==> src/rtl/obx_pkg.sv <==
// Package obx_pkg
// Shared constants and the window configuration type for the outbound
// address translator. Assumes 64-bit addresses and 32-bit register words.
package obx_pkg;

    localparam int OBX_ADDR_W    = 64;
    localparam int OBX_DATA_W    = 32;
    localparam int OBX_REG_AW    = 12;
    localparam int OBX_MIB_SHIFT = 20;
    localparam int OBX_STRIDE    = 8;

    localparam logic [OBX_REG_AW-1:0] OBX_BASE_LO_OFF = 12'hD20;
    localparam logic [OBX_REG_AW-1:0] OBX_BASE_HI_OFF = 12'hD24;
    localparam logic [OBX_REG_AW-1:0] OBX_TGT_LO_OFF  = 12'hD40;
    localparam logic [OBX_REG_AW-1:0] OBX_TGT_HI_OFF  = 12'hD44;

    typedef struct packed {
        logic [OBX_ADDR_W-1:0] base;     // match base, flag bits cleared
        logic [OBX_ADDR_W-1:0] target;   // PCIe region start
        logic                  size_sel; // stored flag, no effect on match
        logic                  enable;   // window enable
    } obx_win_t;

endpackage

==> src/rtl/obx_regfile.sv <==
// Module obx_regfile
// Holds the base and target words of every window and decodes the
// register port. Writes land on the clock edge; reads are combinational.
// Assumes NUM_WIN <= 4 so the base and target blocks do not overlap.
module obx_regfile
    import obx_pkg::*;
#(
    parameter int NUM_WIN = 2
) (
    input  logic                            clk,
    input  logic                            rst_n,
    input  logic                            reg_wr,
    input  logic [OBX_REG_AW-1:0]           reg_addr,
    input  logic [OBX_DATA_W-1:0]           reg_wdata,
    output logic [OBX_DATA_W-1:0]           reg_rdata,
    output obx_win_t [NUM_WIN-1:0]          win_cfg
);

    logic [NUM_WIN-1:0][OBX_DATA_W-1:0] base_lo_q;
    logic [NUM_WIN-1:0][OBX_DATA_W-1:0] base_hi_q;
    logic [NUM_WIN-1:0][OBX_DATA_W-1:0] tgt_lo_q;
    logic [NUM_WIN-1:0][OBX_DATA_W-1:0] tgt_hi_q;

    // Byte offset of a word of window idx
    function automatic logic [OBX_REG_AW-1:0] word_off(
        input logic [OBX_REG_AW-1:0] first, input int idx);
        return first + OBX_REG_AW'(idx * OBX_STRIDE);
    endfunction

    // Register storage: clear on reset, update the one addressed word
    always_ff @(posedge clk) begin
        if (!rst_n) begin
            base_lo_q <= '0;
            base_hi_q <= '0;
            tgt_lo_q  <= '0;
            tgt_hi_q  <= '0;
        end else if (reg_wr) begin
            for (int i = 0; i < NUM_WIN; i++) begin
                if (reg_addr == word_off(OBX_BASE_LO_OFF, i)) base_lo_q[i] <= reg_wdata;
                if (reg_addr == word_off(OBX_BASE_HI_OFF, i)) base_hi_q[i] <= reg_wdata;
                if (reg_addr == word_off(OBX_TGT_LO_OFF, i))  tgt_lo_q[i]  <= reg_wdata;
                if (reg_addr == word_off(OBX_TGT_HI_OFF, i))  tgt_hi_q[i]  <= reg_wdata;
            end
        end
    end

    // Read mux: unmatched offsets return zero
    always_comb begin
        reg_rdata = '0;
        for (int i = 0; i < NUM_WIN; i++) begin
            if (reg_addr == word_off(OBX_BASE_LO_OFF, i)) reg_rdata = base_lo_q[i];
            if (reg_addr == word_off(OBX_BASE_HI_OFF, i)) reg_rdata = base_hi_q[i];
            if (reg_addr == word_off(OBX_TGT_LO_OFF, i))  reg_rdata = tgt_lo_q[i];
            if (reg_addr == word_off(OBX_TGT_HI_OFF, i))  reg_rdata = tgt_hi_q[i];
        end
    end

    // Unpack the stored words into one configuration record per window
    for (genvar g = 0; g < NUM_WIN; g++) begin : g_cfg
        assign win_cfg[g].base     = {base_hi_q[g], base_lo_q[g][OBX_DATA_W-1:2], 2'b00};
        assign win_cfg[g].target   = {tgt_hi_q[g], tgt_lo_q[g]};
        assign win_cfg[g].size_sel = base_lo_q[g][1];
        assign win_cfg[g].enable   = base_lo_q[g][0];
    end

endmodule

==> src/rtl/obx_win_match.sv <==
// Module obx_win_match
// Range check and address rebasing for one window. Assumes the caller
// supplies the already rebased internal address and a flag saying the
// rebase did not underflow.
module obx_win_match
    import obx_pkg::*;
#(
    parameter int WIN_MIB = 16
) (
    input  logic [OBX_ADDR_W-1:0] int_addr,
    input  logic                  addr_ok,
    input  obx_win_t              cfg,
    output logic                  hit,
    output logic [OBX_ADDR_W-1:0] xaddr
);

    localparam logic [OBX_ADDR_W-1:0] WIN_BYTES =
        OBX_ADDR_W'(WIN_MIB) << OBX_MIB_SHIFT;

    logic [OBX_ADDR_W-1:0] delta;

    // Distance into the window; valid only when int_addr >= base
    assign delta = int_addr - cfg.base;

    // Hit when enabled, rebase valid and base <= int_addr < base + size
    assign hit = addr_ok && cfg.enable && (int_addr >= cfg.base) && (delta < WIN_BYTES);

    // Target address keeps the offset into the window
    assign xaddr = cfg.target + delta;

endmodule

==> src/rtl/obx_prio_sel.sv <==
// Module obx_prio_sel
// Picks the lowest-numbered matching window and forwards its index and
// translated address. Assumes per-window hit and address vectors.
module obx_prio_sel
    import obx_pkg::*;
#(
    parameter int NUM_WIN = 2,
    parameter int IDX_W   = 1
) (
    input  logic [NUM_WIN-1:0]                 hit_vec,
    input  logic [NUM_WIN-1:0][OBX_ADDR_W-1:0] xaddr_vec,
    output logic                               any_hit,
    output logic [IDX_W-1:0]                   sel_idx,
    output logic [OBX_ADDR_W-1:0]              sel_addr
);

    // Scan from the top so the lowest matching index is the last to write
    always_comb begin
        any_hit  = 1'b0;
        sel_idx  = '0;
        sel_addr = '0;
        for (int i = NUM_WIN - 1; i >= 0; i--) begin
            if (hit_vec[i]) begin
                any_hit  = 1'b1;
                sel_idx  = IDX_W'(i);
                sel_addr = xaddr_vec[i];
            end
        end
    end

endmodule

==> src/rtl/obx_xlate.sv <==
// Module obx_xlate
// Top of the outbound address translator. Rebases each lookup by
// AXI_OFFSET, matches it against all windows in parallel, and registers
// the prioritised result one cycle later. Assumes lookups are single-cycle
// strobes and that register writes take effect on the next lookup.
module obx_xlate
    import obx_pkg::*;
#(
    parameter int                    NUM_WIN    = 2,
    parameter int                    WIN_MIB    = 16,
    parameter logic [OBX_ADDR_W-1:0] AXI_OFFSET = 64'h0000_0000_4000_0000,
    localparam int                   IDX_W      = (NUM_WIN > 1) ? $clog2(NUM_WIN) : 1
) (
    input  logic                  clk,
    input  logic                  rst_n,
    input  logic                  reg_wr,
    input  logic [OBX_REG_AW-1:0] reg_addr,
    input  logic [OBX_DATA_W-1:0] reg_wdata,
    output logic [OBX_DATA_W-1:0] reg_rdata,
    input  logic                  lk_valid,
    input  logic [OBX_ADDR_W-1:0] lk_addr,
    output logic                  out_valid,
    output logic                  out_hit,
    output logic                  out_miss,
    output logic [IDX_W-1:0]      out_win,
    output logic [OBX_ADDR_W-1:0] out_addr
);

    obx_win_t [NUM_WIN-1:0]          win_cfg;
    logic [NUM_WIN-1:0]              hit_vec;
    logic [NUM_WIN-1:0][OBX_ADDR_W-1:0] xaddr_vec;
    logic [NUM_WIN-1:0]              win_enable;
    logic [OBX_ADDR_W-1:0]           int_addr;
    logic                            addr_ok;
    logic                            any_hit;
    logic [IDX_W-1:0]                sel_idx;
    logic [OBX_ADDR_W-1:0]           sel_addr;

    obx_regfile #(
        .NUM_WIN (NUM_WIN)
    ) u_regs (
        .clk       (clk),
        .rst_n     (rst_n),
        .reg_wr    (reg_wr),
        .reg_addr  (reg_addr),
        .reg_wdata (reg_wdata),
        .reg_rdata (reg_rdata),
        .win_cfg   (win_cfg)
    );

    // Rebase into the internal space; flag underflow
    assign addr_ok  = (lk_addr >= AXI_OFFSET);
    assign int_addr = lk_addr - AXI_OFFSET;

    // One matcher per window
    for (genvar g = 0; g < NUM_WIN; g++) begin : g_win
        obx_win_match #(
            .WIN_MIB (WIN_MIB)
        ) u_match (
            .int_addr (int_addr),
            .addr_ok  (addr_ok),
            .cfg      (win_cfg[g]),
            .hit      (hit_vec[g]),
            .xaddr    (xaddr_vec[g])
        );
        assign win_enable[g] = win_cfg[g].enable;
    end

    obx_prio_sel #(
        .NUM_WIN (NUM_WIN),
        .IDX_W   (IDX_W)
    ) u_sel (
        .hit_vec   (hit_vec),
        .xaddr_vec (xaddr_vec),
        .any_hit   (any_hit),
        .sel_idx   (sel_idx),
        .sel_addr  (sel_addr)
    );

    // Result register: one cycle after the lookup strobe
    always_ff @(posedge clk) begin
        if (!rst_n) begin
            out_valid <= 1'b0;
            out_hit   <= 1'b0;
            out_miss  <= 1'b0;
            out_win   <= '0;
            out_addr  <= '0;
        end else begin
            out_valid <= lk_valid;
            out_hit   <= lk_valid && any_hit;
            out_miss  <= lk_valid && !any_hit;
            out_win   <= (lk_valid && any_hit) ? sel_idx : '0;
            out_addr  <= (lk_valid && any_hit) ? sel_addr : '0;
        end
    end

endmodule

==> config.mk <==
export PLATFORM = sky130hd
export DESIGN_NAME = obx_xlate
export DESIGN_NICKNAME = d
export VERILOG_FILES = /design/src/rtl/obx_pkg.sv /design/src/rtl/obx_regfile.sv /design/src/rtl/obx_win_match.sv /design/src/rtl/obx_prio_sel.sv /design/src/rtl/obx_xlate.sv
export SDC_FILE = /design/constraint.sdc
export NUM_CORES = 1
export LEC_CHECK = 0
export BUFFER_PORTS_ARGS = -buffer_cell sky130_fd_sc_hd__buf_2
export CORE_ASPECT_RATIO = 1.4
export CORE_MARGIN = 2
export CORE_UTILIZATION = 57
export CTS_CLUSTER_DIAMETER = 80
export CTS_CLUSTER_SIZE = 10
export DETAILED_ROUTE_END_ITERATION = 10
export PLACE_DENSITY = 0.79
export SETUP_SLACK_MARGIN = 0.05
export SYNTH_ARGS = -nofsm -noshare
export SYNTH_HDL_FRONTEND = slang
export SYNTH_SLANG_ARGS = --single-unit
==> constraint.sdc <==
create_clock -name clk -period 7.25 [get_ports clk]
set_input_delay 1.45 -clock clk [delete_from_list [all_inputs] [get_ports clk]]
set_output_delay 1.45 -clock clk [all_outputs]
set_load 0.02 [all_outputs]
==> out/results.tsv <==
metric	value	unit
worstPathMaxFanout	38	
track_usage	52.9	%
grt_first_pass_wirelength	215	mm
drt_wl_total	150	mm
via_count	36700	
drive_gt1_share	18.2	%
core	53100	µm²
ir_drop	0.000152	V
slew_headroom	13.9	%
dp_slack	-0.702	ns
antenna_found_initial	8	
synth_cell_type_count	89	
cts_buffers	39	
start_util	57.5	%
grt_max_degree	109	
rows	100	
path_clk_slew	0.06	ns
fin_crit	7.01	ns
hold_viol	0	
grt_pass1_vias	34400	
clk_latency	0.60	ns
fmax	143	MHz
ys_warn_count	0	
wl_met1	51.4	mm
critPathRequiredTime	7.78	ns
die_w	200	µm
drv_cap	0	
synth_area	30500	µm²
first_pass_iters	6	
drc	0	
skew	0.0305	ns
p_per_area	143	nW/µm²
p_leak	15.2	nW
slowest_delay	0.60	ns
place_congestion	1.10	
final_cell_mix	812 x nand2_1, 543 x buf_4, 324 x dfxtp_1	
fin_hold_ws	0.476	ns
synth_top_cell_by_area	dfxtp_1	
async_flop_share	0	%
avgSynthCellArea	7.19	µm²
htreeDepth	2	
crit_chain	buf_2 -> or4_1 -> or3_1 -> buf_4 -> or3_1 -> nor3_1 -> xor2_1 -> ha_1 -> nand3_1 -> nor4_4 -> a41o_1 -> a21oi_1 -> a211oi_1 -> mux2i_1 -> a311oi_1 -> or4bb_1 -> or4_4 -> nor4_4 -> buf_12 -> a32o_1	
wl_met3	18.1	mm
port_buffers	211	
setup_viol	0	
tightest_slew	1.29	ns
post-route-util	69.1	%
outcome	completed	
fin_crit_sh	96.8	%
seq_area	6490	µm²
cp-end-kind	register	
synth_top_area_share	21.2	%
min_path_type	reg -> reg	
clockRootBuffer	clkbuf_16	
layout_commonest_cell	nand2_1	
clkSinkCount	324	
critPathLaunchType	primary input	
multi_input_area	22200	µm²
clockBufferDepth	3	
top_layer	met5	
wl_met2	62.0	mm
post_drt_wl_per_cell	27.3	µm
synth_top_flop_cell	dfxtp_1	
crit_type	in -> reg	
arrival	7.54	ns
nFillCells	4681	
slew_viol_final	0	
rsz0062_at_grt	false	
fin_setup_tns	0	ns
syn_to_final_growth	20.1	%
die_y	278	µm
post-dp-hpwl	122	mm
io_pins	212	
overflow	0	
drtIter0Drc	4693	
ant_nets	0	
syn_nets	4613	
cts-hold-fix-buffers	0	
seq_area_frac_synth	21.2	%
synth_seq_cells	324	
fin_ws	0.236	ns
die_area	55400	µm²
fin_nets	5135	
crit_path_top_delay_cell	or4_1	
synth-edff-count	0	
yosys-top-cells-area	dfxtp_1 21%, ha_1 10%, nand2_1 10%, a21boi_0 6.5%, a21oi_1 5.0%	
cts_tree	done	
postSynthCellCount	4245	
avgViaCountPerCell	6.67	
==> worst paths after layout <==
kind                                          start           endpoint  slack (ns)  cells past startpoint
worst max-delay path                    lk_addr[31]        out_addr[7]        0.24                     20
worst min register to register    u_regs.win_cfg[1]  u_regs.win_cfg[1]        0.48                      2
worst max register to register  u_regs.win_cfg[205]       out_addr[61]        1.02                     25
worst min-delay path              u_regs.win_cfg[1]  u_regs.win_cfg[1]        0.48                      2
==> state kept, by name (all words and copies together) (netlist names) <==
register	cells
out_miss	1
out_hit	1
out_win	1
u_regs.win_cfg	256
out_addr	64
out_valid	1
==> kinds of logic after synthesis <==
group | count (synthesis) | synth area share, %
multiplexers | 21 | 0.705
flip-flops | 324 | 21.2
AO/OA/AOI/OAI | 1399 | 31.2
buffers and inverters | 473 | 6.37
AND/OR/NAND/NOR | 1539 | 23.2
XOR/XNOR | 233 | 6.69
adder cells (fa/ha/maj) | 256 | 10.6
==> critical path, delay by kind of cell <==
kind / cells / cell delay (ns)
buffers and inverters: 3 / 0.57
multiplexers: 1 / 0.10
AO/OA/AOI/OAI: 5 / 0.91
adder cells (fa/ha/maj): 1 / 0.34
XOR/XNOR: 1 / 0.36
AND/OR/NAND/NOR: 9 / 3.75
==> layer usage <==
layer	up-vias	global-route usage, %
met5	-	0
met1	17100	60.8
met4	8	50.3
met2	2598	79.1
li1	16300	-
met3	732	13.1
==> through the flow <==
| step | cells | cell area (µm²) | power [mW] |
|---|---|---|---|
| after floorplan | 4245 | 30500 | 2.64 |
| after global placement | 5440 | 35500 | 3.34 |
| after detailed placement | 5440 | 35500 | 3.35 |
| after CTS | 5487 | 36600 | 5.13 |
| after global routing | 5488 | 36600 | 5.35 |
| final | 5493 | 36600 | 5.24 |
==> synth_stat cells, drive strengths merged, types with 30 or more instances <==
cell type	instances
nor2	201
a211oi	40
clkbuf	236
a21o	93
a22o	61
dfxtp	324
xnor2	136
o21bai	31
o21ai	211
nand2b	44
inv	193
a22oi	95
a21boi	267
nor3	65
a31oi	34
o21a	55
nand3	62
nor4	44
buf	44
a21oi	309
nand4	105
o211ai	30
and2	43
nand2	813
xor2	97
nor2b	32
and3	38
ha	252
==> timing repair <==
action / in CTS / in global routing
pin swaps: 0 / 1
cloned: 0 / 0
setup endpoints to repair: 64 / 64
gates resized for setup: 1 / 5
setup buffers: 0 / 0
==> layout make-up <==
type	instances	share of cell area, %
Multi-Input combinational cell	3448	60.5
Sequential cell	324	17.7
Timing Repair Buffer	761	14.4
Clock buffer	40	2.67
Tap cell	714	2.44
Inverter	193	1.98
Clock inverter	7	0.280
Antenna cell	6	0.0410
==> where the power goes <==
group / internal (mW) / leakage (nW) / switching (mW) / total, mW
registers: 1.78 / 2.61 / 0.000368 / 1.78
clock network: 1.00 / 0.527 / 0.833 / 1.83
logic: 0.623 / 12.0 / 1.00 / 1.62
total: 3.40 / 15.2 / 1.83 / 5.24
Note: power is estimated with default switching activity, not from simulation.
